$ cat src/rtl/busTapPkg.sv
package busTapPkg;

  typedef enum logic [2:0] {
    CYC_IDLE   = 3'd0,
    CYC_MEMRD  = 3'd1,
    CYC_MEMWR  = 3'd2,
    CYC_IORD   = 3'd3,
    CYC_IOWR   = 3'd4,
    CYC_FETCH  = 3'd5,
    CYC_INTACK = 3'd6
  } cycType_t;

  // strobes from control to datapath
  typedef struct packed {
    logic beginEv;
    logic sampleEv;
    logic finishEv;
    logic illegalEv;
  } tapCtrl_t;

  function automatic logic [1:0] kindOf(cycType_t t);
    case (t)
      CYC_MEMWR:             kindOf = 2'd1;
      CYC_IORD, CYC_INTACK:  kindOf = 2'd2;
      CYC_IOWR:              kindOf = 2'd3;
      default:               kindOf = 2'd0;
    endcase
  endfunction

endpackage

$ cat src/rtl/busTapCtrl.sv
module busTapCtrl
  import busTapPkg::*;
#(
  parameter int SYNC_STAGES = 2
) (
  input  logic     clk,
  input  logic     rst,
  input  logic     mreqPresent,
  input  logic     iorqPresent,
  input  logic [4:0] strobeN,   // {m1, rd, wr, mreq, iorq}
  output tapCtrl_t ctrl,
  output cycType_t prevType
);

  localparam int M1B = 4;
  localparam int RDB = 3;
  localparam int WRB = 2;
  localparam int MQB = 1;
  localparam int IOB = 0;

  logic [4:0] syncQ [SYNC_STAGES];

  generate
    for (genvar g = 0; g < SYNC_STAGES; g++) begin : gSync
      if (g == 0) begin : gFirst
        always_ff @(posedge clk)
          if (rst) syncQ[g] <= '1;
          else     syncQ[g] <= strobeN;
      end else begin : gNext
        always_ff @(posedge clk)
          if (rst) syncQ[g] <= '1;
          else     syncQ[g] <= syncQ[g-1];
      end
    end
  endgenerate

  logic [4:0] s;
  logic mreqOn, iorqOn, captureValid;
  cycType_t curType;

  assign s = syncQ[SYNC_STAGES-1];

  always_comb begin
    mreqOn  = mreqPresent ? ~s[MQB] : 1'b1;
    iorqOn  = iorqPresent ? ~s[IOB] : 1'b0;
    curType = CYC_IDLE;
    if (mreqOn) begin
      if (!s[RDB])      curType = s[M1B] ? CYC_MEMRD : CYC_FETCH;
      else if (!s[WRB]) curType = CYC_MEMWR;
    end else if (iorqOn) begin
      if (!s[M1B])      curType = CYC_INTACK;
      else if (!s[RDB]) curType = CYC_IORD;
      else if (!s[WRB]) curType = CYC_IOWR;
    end
  end

  always_comb begin
    ctrl.beginEv   = (prevType == CYC_IDLE) && (curType != CYC_IDLE);
    ctrl.sampleEv  = (curType != CYC_IDLE);
    ctrl.finishEv  = (curType == CYC_IDLE) && (prevType != CYC_IDLE) && captureValid;
    ctrl.illegalEv = (curType != CYC_IDLE) && (prevType != CYC_IDLE) && (curType != prevType);
  end

  always_ff @(posedge clk) begin
    if (rst) begin
      prevType     <= CYC_IDLE;
      captureValid <= 1'b0;
    end else begin
      prevType <= curType;
      if (ctrl.illegalEv)    captureValid <= 1'b0;
      else if (ctrl.beginEv) captureValid <= 1'b1;
    end
  end


  finish_then_idle_chk: assert property (@(posedge clk) disable iff (rst)
    ctrl.finishEv |=> (prevType == CYC_IDLE));


  illegal_drops_capture_chk: assert property (@(posedge clk) disable iff (rst)
    ctrl.illegalEv |=> !ctrl.finishEv);

endmodule

$ cat src/rtl/busTapData.sv
module busTapData
  import busTapPkg::*;
#(
  parameter int DATA_W      = 8,
  parameter int ADDR_W      = 16,
  parameter int SYNC_STAGES = 2
) (
  input  logic              clk,
  input  logic              rst,
  input  logic [DATA_W-1:0] dataBus,
  input  logic [ADDR_W-1:0] addrBus,
  input  tapCtrl_t          ctrl,
  input  cycType_t          prevType,
  output logic              beginPulse,
  output logic              endValid,
  output logic [2:0]        endType,
  output logic [1:0]        endKind,
  output logic [ADDR_W-1:0] endAddr,
  output logic [DATA_W-1:0] endData,
  output logic              warnPulse
);

  localparam int BUS_W = DATA_W + ADDR_W;

  logic [BUS_W-1:0] busQ [SYNC_STAGES];

  generate
    for (genvar g = 0; g < SYNC_STAGES; g++) begin : gSync
      if (g == 0) begin : gFirst
        always_ff @(posedge clk)
          if (rst) busQ[g] <= '0;
          else     busQ[g] <= {addrBus, dataBus};
      end else begin : gNext
        always_ff @(posedge clk)
          if (rst) busQ[g] <= '0;
          else     busQ[g] <= busQ[g-1];
      end
    end
  endgenerate

  logic [DATA_W-1:0] dataNow, dataHold;
  logic [ADDR_W-1:0] addrNow, addrHold;

  assign {addrNow, dataNow} = busQ[SYNC_STAGES-1];

  always_ff @(posedge clk) begin
    if (rst) begin
      dataHold   <= '0;
      addrHold   <= '0;
      beginPulse <= 1'b0;
      endValid   <= 1'b0;
      warnPulse  <= 1'b0;
      endType    <= '0;
      endKind    <= '0;
      endAddr    <= '0;
      endData    <= '0;
    end else begin
      beginPulse <= ctrl.beginEv;
      endValid   <= ctrl.finishEv;
      warnPulse  <= ctrl.illegalEv;
      if (ctrl.beginEv)  addrHold <= addrNow;
      if (ctrl.sampleEv) dataHold <= dataNow;
      if (ctrl.finishEv) begin
        endType <= prevType;
        endKind <= kindOf(prevType);
        endAddr <= addrHold;
        endData <= dataHold;
      end
    end
  end


  begin_single_chk: assert property (@(posedge clk) disable iff (rst)
    beginPulse |=> !beginPulse);


  end_single_chk: assert property (@(posedge clk) disable iff (rst)
    endValid |=> !endValid);


  end_type_active_chk: assert property (@(posedge clk) disable iff (rst)
    endValid |-> (endType != 3'd0));


  warn_no_end_chk: assert property (@(posedge clk) disable iff (rst)
    warnPulse |=> !endValid);


  fields_hold_chk: assert property (@(posedge clk) disable iff (rst)
    !endValid |-> ($stable(endAddr) && $stable(endData) && $stable(endType)));

endmodule

$ cat src/rtl/cpuBusCycleTap.sv
module cpuBusCycleTap
  import busTapPkg::*;
#(
  parameter int DATA_W      = 8,
  parameter int ADDR_W      = 16,
  parameter int SYNC_STAGES = 2
) (
  input  logic              clk,
  input  logic              rst,
  input  logic              mreqPresent,
  input  logic              iorqPresent,
  input  logic              m1N,
  input  logic              rdN,
  input  logic              wrN,
  input  logic              mreqN,
  input  logic              iorqN,
  input  logic [DATA_W-1:0] dataBus,
  input  logic [ADDR_W-1:0] addrBus,
  output logic              beginPulse,
  output logic              endValid,
  output logic [2:0]        endType,
  output logic [1:0]        endKind,
  output logic [ADDR_W-1:0] endAddr,
  output logic [DATA_W-1:0] endData,
  output logic              warnPulse
);

  tapCtrl_t ctrl;
  cycType_t prevType;

  busTapCtrl #(.SYNC_STAGES(SYNC_STAGES)) uCtrl (
    .clk(clk), .rst(rst),
    .mreqPresent(mreqPresent), .iorqPresent(iorqPresent),
    .strobeN({m1N, rdN, wrN, mreqN, iorqN}),
    .ctrl(ctrl), .prevType(prevType)
  );

  busTapData #(.DATA_W(DATA_W), .ADDR_W(ADDR_W), .SYNC_STAGES(SYNC_STAGES)) uData (
    .clk(clk), .rst(rst),
    .dataBus(dataBus), .addrBus(addrBus),
    .ctrl(ctrl), .prevType(prevType),
    .beginPulse(beginPulse), .endValid(endValid),
    .endType(endType), .endKind(endKind),
    .endAddr(endAddr), .endData(endData),
    .warnPulse(warnPulse)
  );

endmodule

$ cat config.mk
export PLATFORM = sky130hd
export DESIGN_NAME = cpuBusCycleTap
export DESIGN_NICKNAME = d
export VERILOG_FILES = /design/src/rtl/busTapPkg.sv /design/src/rtl/busTapCtrl.sv /design/src/rtl/busTapData.sv /design/src/rtl/cpuBusCycleTap.sv
export SDC_FILE = /design/constraint.sdc
export NUM_CORES = 1
export LEC_CHECK = 0
export ABC_AREA = 1
export BUFFER_PORTS_ARGS = -buffer_cell sky130_fd_sc_hd__buf_4
export CAP_MARGIN = 20
export CORE_AREA = 2 2 124 66
export CTS_BUF_LIST = sky130_fd_sc_hd__clkbuf_16
export DETAILED_ROUTE_END_ITERATION = 7
export DIE_AREA = 0 0 126 68
export MAX_ROUTING_LAYER = met4
export PLACE_DENSITY = 0.72
export SETUP_SLACK_MARGIN = 0.3
export SYNTH_ARGS = -nofsm -noshare
export SYNTH_HDL_FRONTEND = slang
export SYNTH_SLANG_ARGS = --single-unit
$ cat constraint.sdc
create_clock -name clk -period 1.7 [get_ports clk]
set_input_delay 0.255 -clock clk [delete_from_list [all_inputs] [get_ports clk]]
set_output_delay 0.255 -clock clk [all_outputs]
set_load 0.05 [all_outputs]
Word-level counts from Yosys, hierarchy flattened
Memories as Yosys holds them, arrays and structs flattened.
Cells that the tools add are included.
- multiplexer cells: 18
- bitwise gates (word level): 6
- reductions and logical operators: 11
- eq/ne operators: 5
- operator list (cell ; number):
    2-to-1 mux 24 bit ; 2
    2-to-1 mux 3 bit ; 7
    2-to-1 mux 5 bit ; 2
    == test 3 x 2 -> 1 bit (second input constant) ; 2
    == test 3 bit (second input constant) ; 2
    zero test 3 bit ; 2
    one-hot mux 2 bit (3 select lines) ; 1
    nonzero test 3 bit ; 2
    logical AND 1 bit ; 5
    2-to-1 mux 1 bit ; 5
    bitwise OR 1 bit ; 4
    OR reduction 2 bit ; 2
    != test 3 bit ; 1
    2-to-1 mux 2 bit ; 1
    inverter 1 bit ; 2
- output and inout port bits: 32
- memory bits (writable): 58
- logic and storage cells: 53
- register bits after elaboration: 60
- memories: 2
- input port bits: 33
- memory list (memory ; words ; width ; rd ports ; clocked after Yosys merged registers in ; wr ports ; RTL line ; RTL):
    uData.busQ ; 2 ; 24 ; 2 ; 0 ; 2 ; busTapData.sv:25 ; logic [BUS_W-1:0] busQ [SYNC_STAGES];
    uCtrl.syncQ ; 2 ; 5 ; 2 ; 0 ; 2 ; busTapCtrl.sv:21 ; logic [4:0] syncQ [SYNC_STAGES];

Depth between registers and ports, before layout
An unclocked memory read counts as a cell.
- depth in word-level cells: 10
- mapped depth: 11
- depth with buffers taken out: 11

Hierarchy
A second synthesis with hierarchy kept.
- cells, all modules: 471
- area, all modules: 3962.6 sq um
- modules (own cells, without submodules) (module ; area each (sq um) ; cells each ; seq. area each (sq um) ; instances):
    busTapData ; 3318.2 ; 391 ; 2082.0 ; 1
    busTapCtrl ; 644.4 ; 80 ; 280.3 ; 1

Worst setup path after synthesis
No wires, ideal clock.
- kind: register to register
- from: reg uCtrl.prevType[0]
- to: reg uData.endKind[0]
- setup slack: 0.335 ns
- data arrival time: 1.251 ns
- period minus slack after synthesis: 1.365 ns
- path buffers: 2
- stages on the path, launching flop included: 8
- data required time: 1.586 ns
- library setup time: 0.114 ns
- path through: dfxtp_1 > clkbuf_1 > nor2_4 > nor2_4 > nand3_2 > buf_2 > a21oi_1 > nor2_1
- word-level cells in the longest chain between the ends: 3
- elaborated cells on any way between the ends: 9
- those cells by class: eq/ne: 4; mux: 1; reduce/logical: 4
- RTL lines (element ; RTL line ; RTL):
    from (decl) ; busTapCtrl.sv:12 ; output cycType_t prevType
    from (signal assigned) ; busTapCtrl.sv:69 ; prevType <= curType;
    == test 3 x 2 -> 1 bit, or another cell as far along ; busTapPkg.sv:22 ; case (t)
    OR reduction 2 bit or logical AND 1 bit (tied branches) ; busTapPkg.sv:22, busTapCtrl.sv:60 ;
    one-hot mux 2 bit (3 select lines) or logical AND 1 bit (tied branches) ; busTapPkg.sv:22, busTapCtrl.sv:60 ;
    to (signal assigned) ; busTapData.sv:65 ; endKind <= kindOf(prevType);
    to (decl) ; busTapData.sv:17 ; output logic [1:0] endKind,
Several ways; a longest one is shown, not always the timed one.
A chain may end at the register's enable or synchronous reset.

==> impl_summary.md <==
Outcome
The run finished with clean final reports.

Route
The routed wire length is 11820 um. The number of vias per cell after detailed routing is 5.430. The total via count after detailed routing is approximately 3700. The number of remaining DRC errors is 0. The count of nets left with antenna violations after detail routing is 0.

The detailed router finished its first iteration with 519 violations. The average wire per standard cell is 17.41 um. Before antenna repair, the detailed router went through 6 iterations.

Synthesis
The netlist uses 20 different library cells. Of the synthesized area, sequential elements account for 59.43%. Yosys attributes the largest share of cell area to sky130_fd_sc_hd__dfxtp_1 (59%), sky130_fd_sc_hd__nand2_1 (7.3%), sky130_fd_sc_hd__a21oi_1 (6.7%).

After technology mapping, the gate count stands at ~480. Each instance of the synthesized netlist takes up on average around 8.4 sq um. The synthesized design contains 118 register bits. The synthesized design devotes to its leading area cell type approximately three fifths of total area. The leading area contributor after synthesis is sky130_fd_sc_hd__dfxtp_1. Synthesis produced a netlist with a net count of between 500 and 600. The synthesized netlist occupies a cell area of 3975 sq um.

During synthesis, Yosys emitted a total of 0 warnings.

Timing
The hold violation count in the final report is 0. Setup violations remaining at the end of the flow were counted as 0. Setup repair after global routing could not meet its margin everywhere. In the finished design, the share of the clock period the worst path needs comes to 98.67%.

The slew at the pin closest to its max-slew limit is 558.7 ps. The clock tree skew after final layout is 11.09 ps. The number of max-slew violations in the final report is 0.

The final period demand of the worst path is 1677 ps. The worst pin sits at a relative slew slack of 62.75%. Derived from the worst setup path, the maximum achievable clock frequency is 596.1 MHz.

Place
The post-DP HPWL is 5420 um. The global placement routability congestion is 0.8352. In this run the tool buffered the top-level ports with 64 buffer cells.

Cells and area
The number of inserted diodes is 0. Cells fill slightly below 80% of the core in the end. The share of post-route cells with drive strength above 1 is 38.51%. In the layout the commonest cells are sky130_fd_sc_hd__dfxtp_1 (113), sky130_fd_sc_hd__buf_4 (78), sky130_fd_sc_hd__inv_1 (60).

The signed area change from the synthesized netlist to the final layout is 48.28%. The number of nets in the layout is 600. The leading cell type in the layout, fill and taps excluded is sky130_fd_sc_hd__dfxtp_1.

Clock network
CTS saw 118 sinks. After clock tree synthesis, the flow added hold-fix buffers numbering 0. The clock slew at the register clock pins of the worst setup and hold paths is ~60 ps. TritonCTS built the clock tree.

In this run the clock root is driven by a sky130_fd_sc_hd__clkbuf_16. The clock tree synthesis step divided the H-tree into 4 levels. The number of buffers added by the clock tree synthesis step is 17.

The maximum clock path buffer count is 2. The insertion delay of the later-clocked pin in the worst-skew pair is 410 ps.

Global route
In the global route stage, overall resource usage came out at a little under a quarter. Entering global routing, the biggest net connects 50 pins. The first global-routing pass estimated approximately 15000 um of wire. The number of antenna violations at the first check in global routing is 0.

The overflow left after global routing is 0. The via count of the first global-routing pass is 2974.

Floorplan
The boundary pin count is 65. The die extent in x is 126 um. The area of the core is 7597 sq um. For this configuration, the core starts out at a cell density of 52.32%. The die is 68 um tall. The cell row count is 23. The die covers around 8600 sq um.

Power
For this design the ratio of total power to cell area is 1089 nW/um^2. Across the VDD grid, the largest voltage drop is about 0.00092 V. Total power for the finished layout comes to 6.420 mW. The analysis attributes to cell leakage a power of 2.550 nW.

Critical path
STA puts the critical path data arrival time at approximately 2000 ps. The critical path goes through inv_4, nand3_2, a21oi_2, nor2_4, buf_6, nand2_8, clkbuf_16, nand3_2, a21oi_1. The stage delay of the slowest cell on the critical path is ~360 ps.

The number of cells on the worst reg-to-reg path is 9. The launching element type of the critical path is a flip-flop. The required time reported for the critical path endpoint is 2030 ps. The critical path is of the reg2reg type.

The master of the slowest instance on the critical path is sky130_fd_sc_hd__dfxtp_4. The capturing element type of the critical path is a flip-flop. The cell occurring most often along the worst timing path is sky130_fd_sc_hd__nand3_2. Along the worst path, the maximum fanout reaches 7.

Run
The number of max-cap violations is 0.

Worst hold path
The path type of the worst min-delay path is in2reg. Along the worst hold path, the cell count comes to 2.
## final timing paths
kind	slack [ps]	start	endpoint
setup reg to reg	20	uCtrl.syncQ[1][0]	uData.addrHold[15]
hold / removal	30	mreqN	uCtrl.syncQ[0][1]
hold reg to reg	400	uData.busQ[0][17]	uData.busQ[1][17]
setup / recovery	20	uCtrl.syncQ[1][0]	uData.addrHold[15]
## kinds of logic after synthesis
kind of cell / share of synthesized area (%)
buf+inv: 8.719
simple gates: 24.68
flops: 59.43
compound gates: 7.176
## critical path: cells and delay by family (launching register included)
kind	cells	cell delay (ps)
AND/OR/NAND/NOR	4	430
buffers and inverters	3	390
flip-flops	1	360
AO/OA/AOI/OAI	2	410
## report_power, final
group / leakage [nW] / internal, mW / total (mW) / switching (mW)
logic: 1.31 / 0.191 / 0.444 / 0.253
registers: 0.964 / 2.85 / 2.89 / 0.0401
clock network: 0.277 / 1.93 / 3.09 / 1.16
## through the flow
stage	setup WS (ps)	TNS, ps	instances	instance area [sq um]	hold WS [ps]
floorplan	335.5	0	475	3975	346.4
global placement	114.7	0	625	4598	390.1
detailed placement	16.81	0	625	4598	391.7
CTS	241.9	0	669	5391	28.67
global route	-31.17	-39.60	679	5894	26.35
finish	22.54	0	679	5894	33.65
## cells in the mapped netlist
library cell / n
sky130_fd_sc_hd__nand4_1: 24
sky130_fd_sc_hd__inv_1: 55
sky130_fd_sc_hd__dfxtp_1: 118
sky130_fd_sc_hd__nand3_1: 33
sky130_fd_sc_hd__nand2_2: 1
sky130_fd_sc_hd__buf_6: 1
sky130_fd_sc_hd__o21ai_0: 3
sky130_fd_sc_hd__buf_1: 3
sky130_fd_sc_hd__a21oi_1: 53
sky130_fd_sc_hd__nor2_1: 60
sky130_fd_sc_hd__nor2_4: 3
sky130_fd_sc_hd__nor2_2: 1
sky130_fd_sc_hd__clkbuf_1: 14
sky130_fd_sc_hd__inv_2: 4
sky130_fd_sc_hd__o21ai_1: 1
sky130_fd_sc_hd__nand2_4: 2
sky130_fd_sc_hd__buf_2: 10
sky130_fd_sc_hd__or2_2: 10
sky130_fd_sc_hd__nand2_1: 77
sky130_fd_sc_hd__nand3_2: 2
## state kept, by name (all words and copies together) (netlist names)
register	flops
uData.busQ	48
uData.addrHold	16
uData.endAddr	16
uCtrl.syncQ	10
uData.dataHold	8
uData.endData	8
uCtrl.prevType	3
uData.endType	3
uData.endKind	2
uCtrl.captureValid	1
uData.beginPulse	1
uData.endValid	1
uData.warnPulse	1
## routing by layer
metal / vias up / wire (um) / share of wire (%) / track usage [%]
met1: 1718 / 4821 / 41 / 30.17
li1: 1693 / - / - / -
met5: - / 0 / 0 / -
met4: 0 / 453 / 3.8 / 10.99
met2: 222 / 5530 / 47 / 34.54
met3: 54 / 1012 / 8.6 / 6.255
## cell type report
class | instances | area [sq um]
multi-input combinational | 271 | 1668
tap | 100 | 125.1
timing repair buffer | 100 | 980.9
fill | 459 | 1703
inverter | 59 | 236.5
sequential | 118 | 2376
clock buffer | 17 | 425.4
clock inverter | 14 | 82.58
## what timing repair did
action                                  in CTS  in global routing
resized for setup                           43                 87
endpoints found under the setup margin      49                 57
gates cloned                                 2                  4
buffers inserted                            11                  6
pin swaps                                   12                 30
Power figures use the tool's default switching activity.
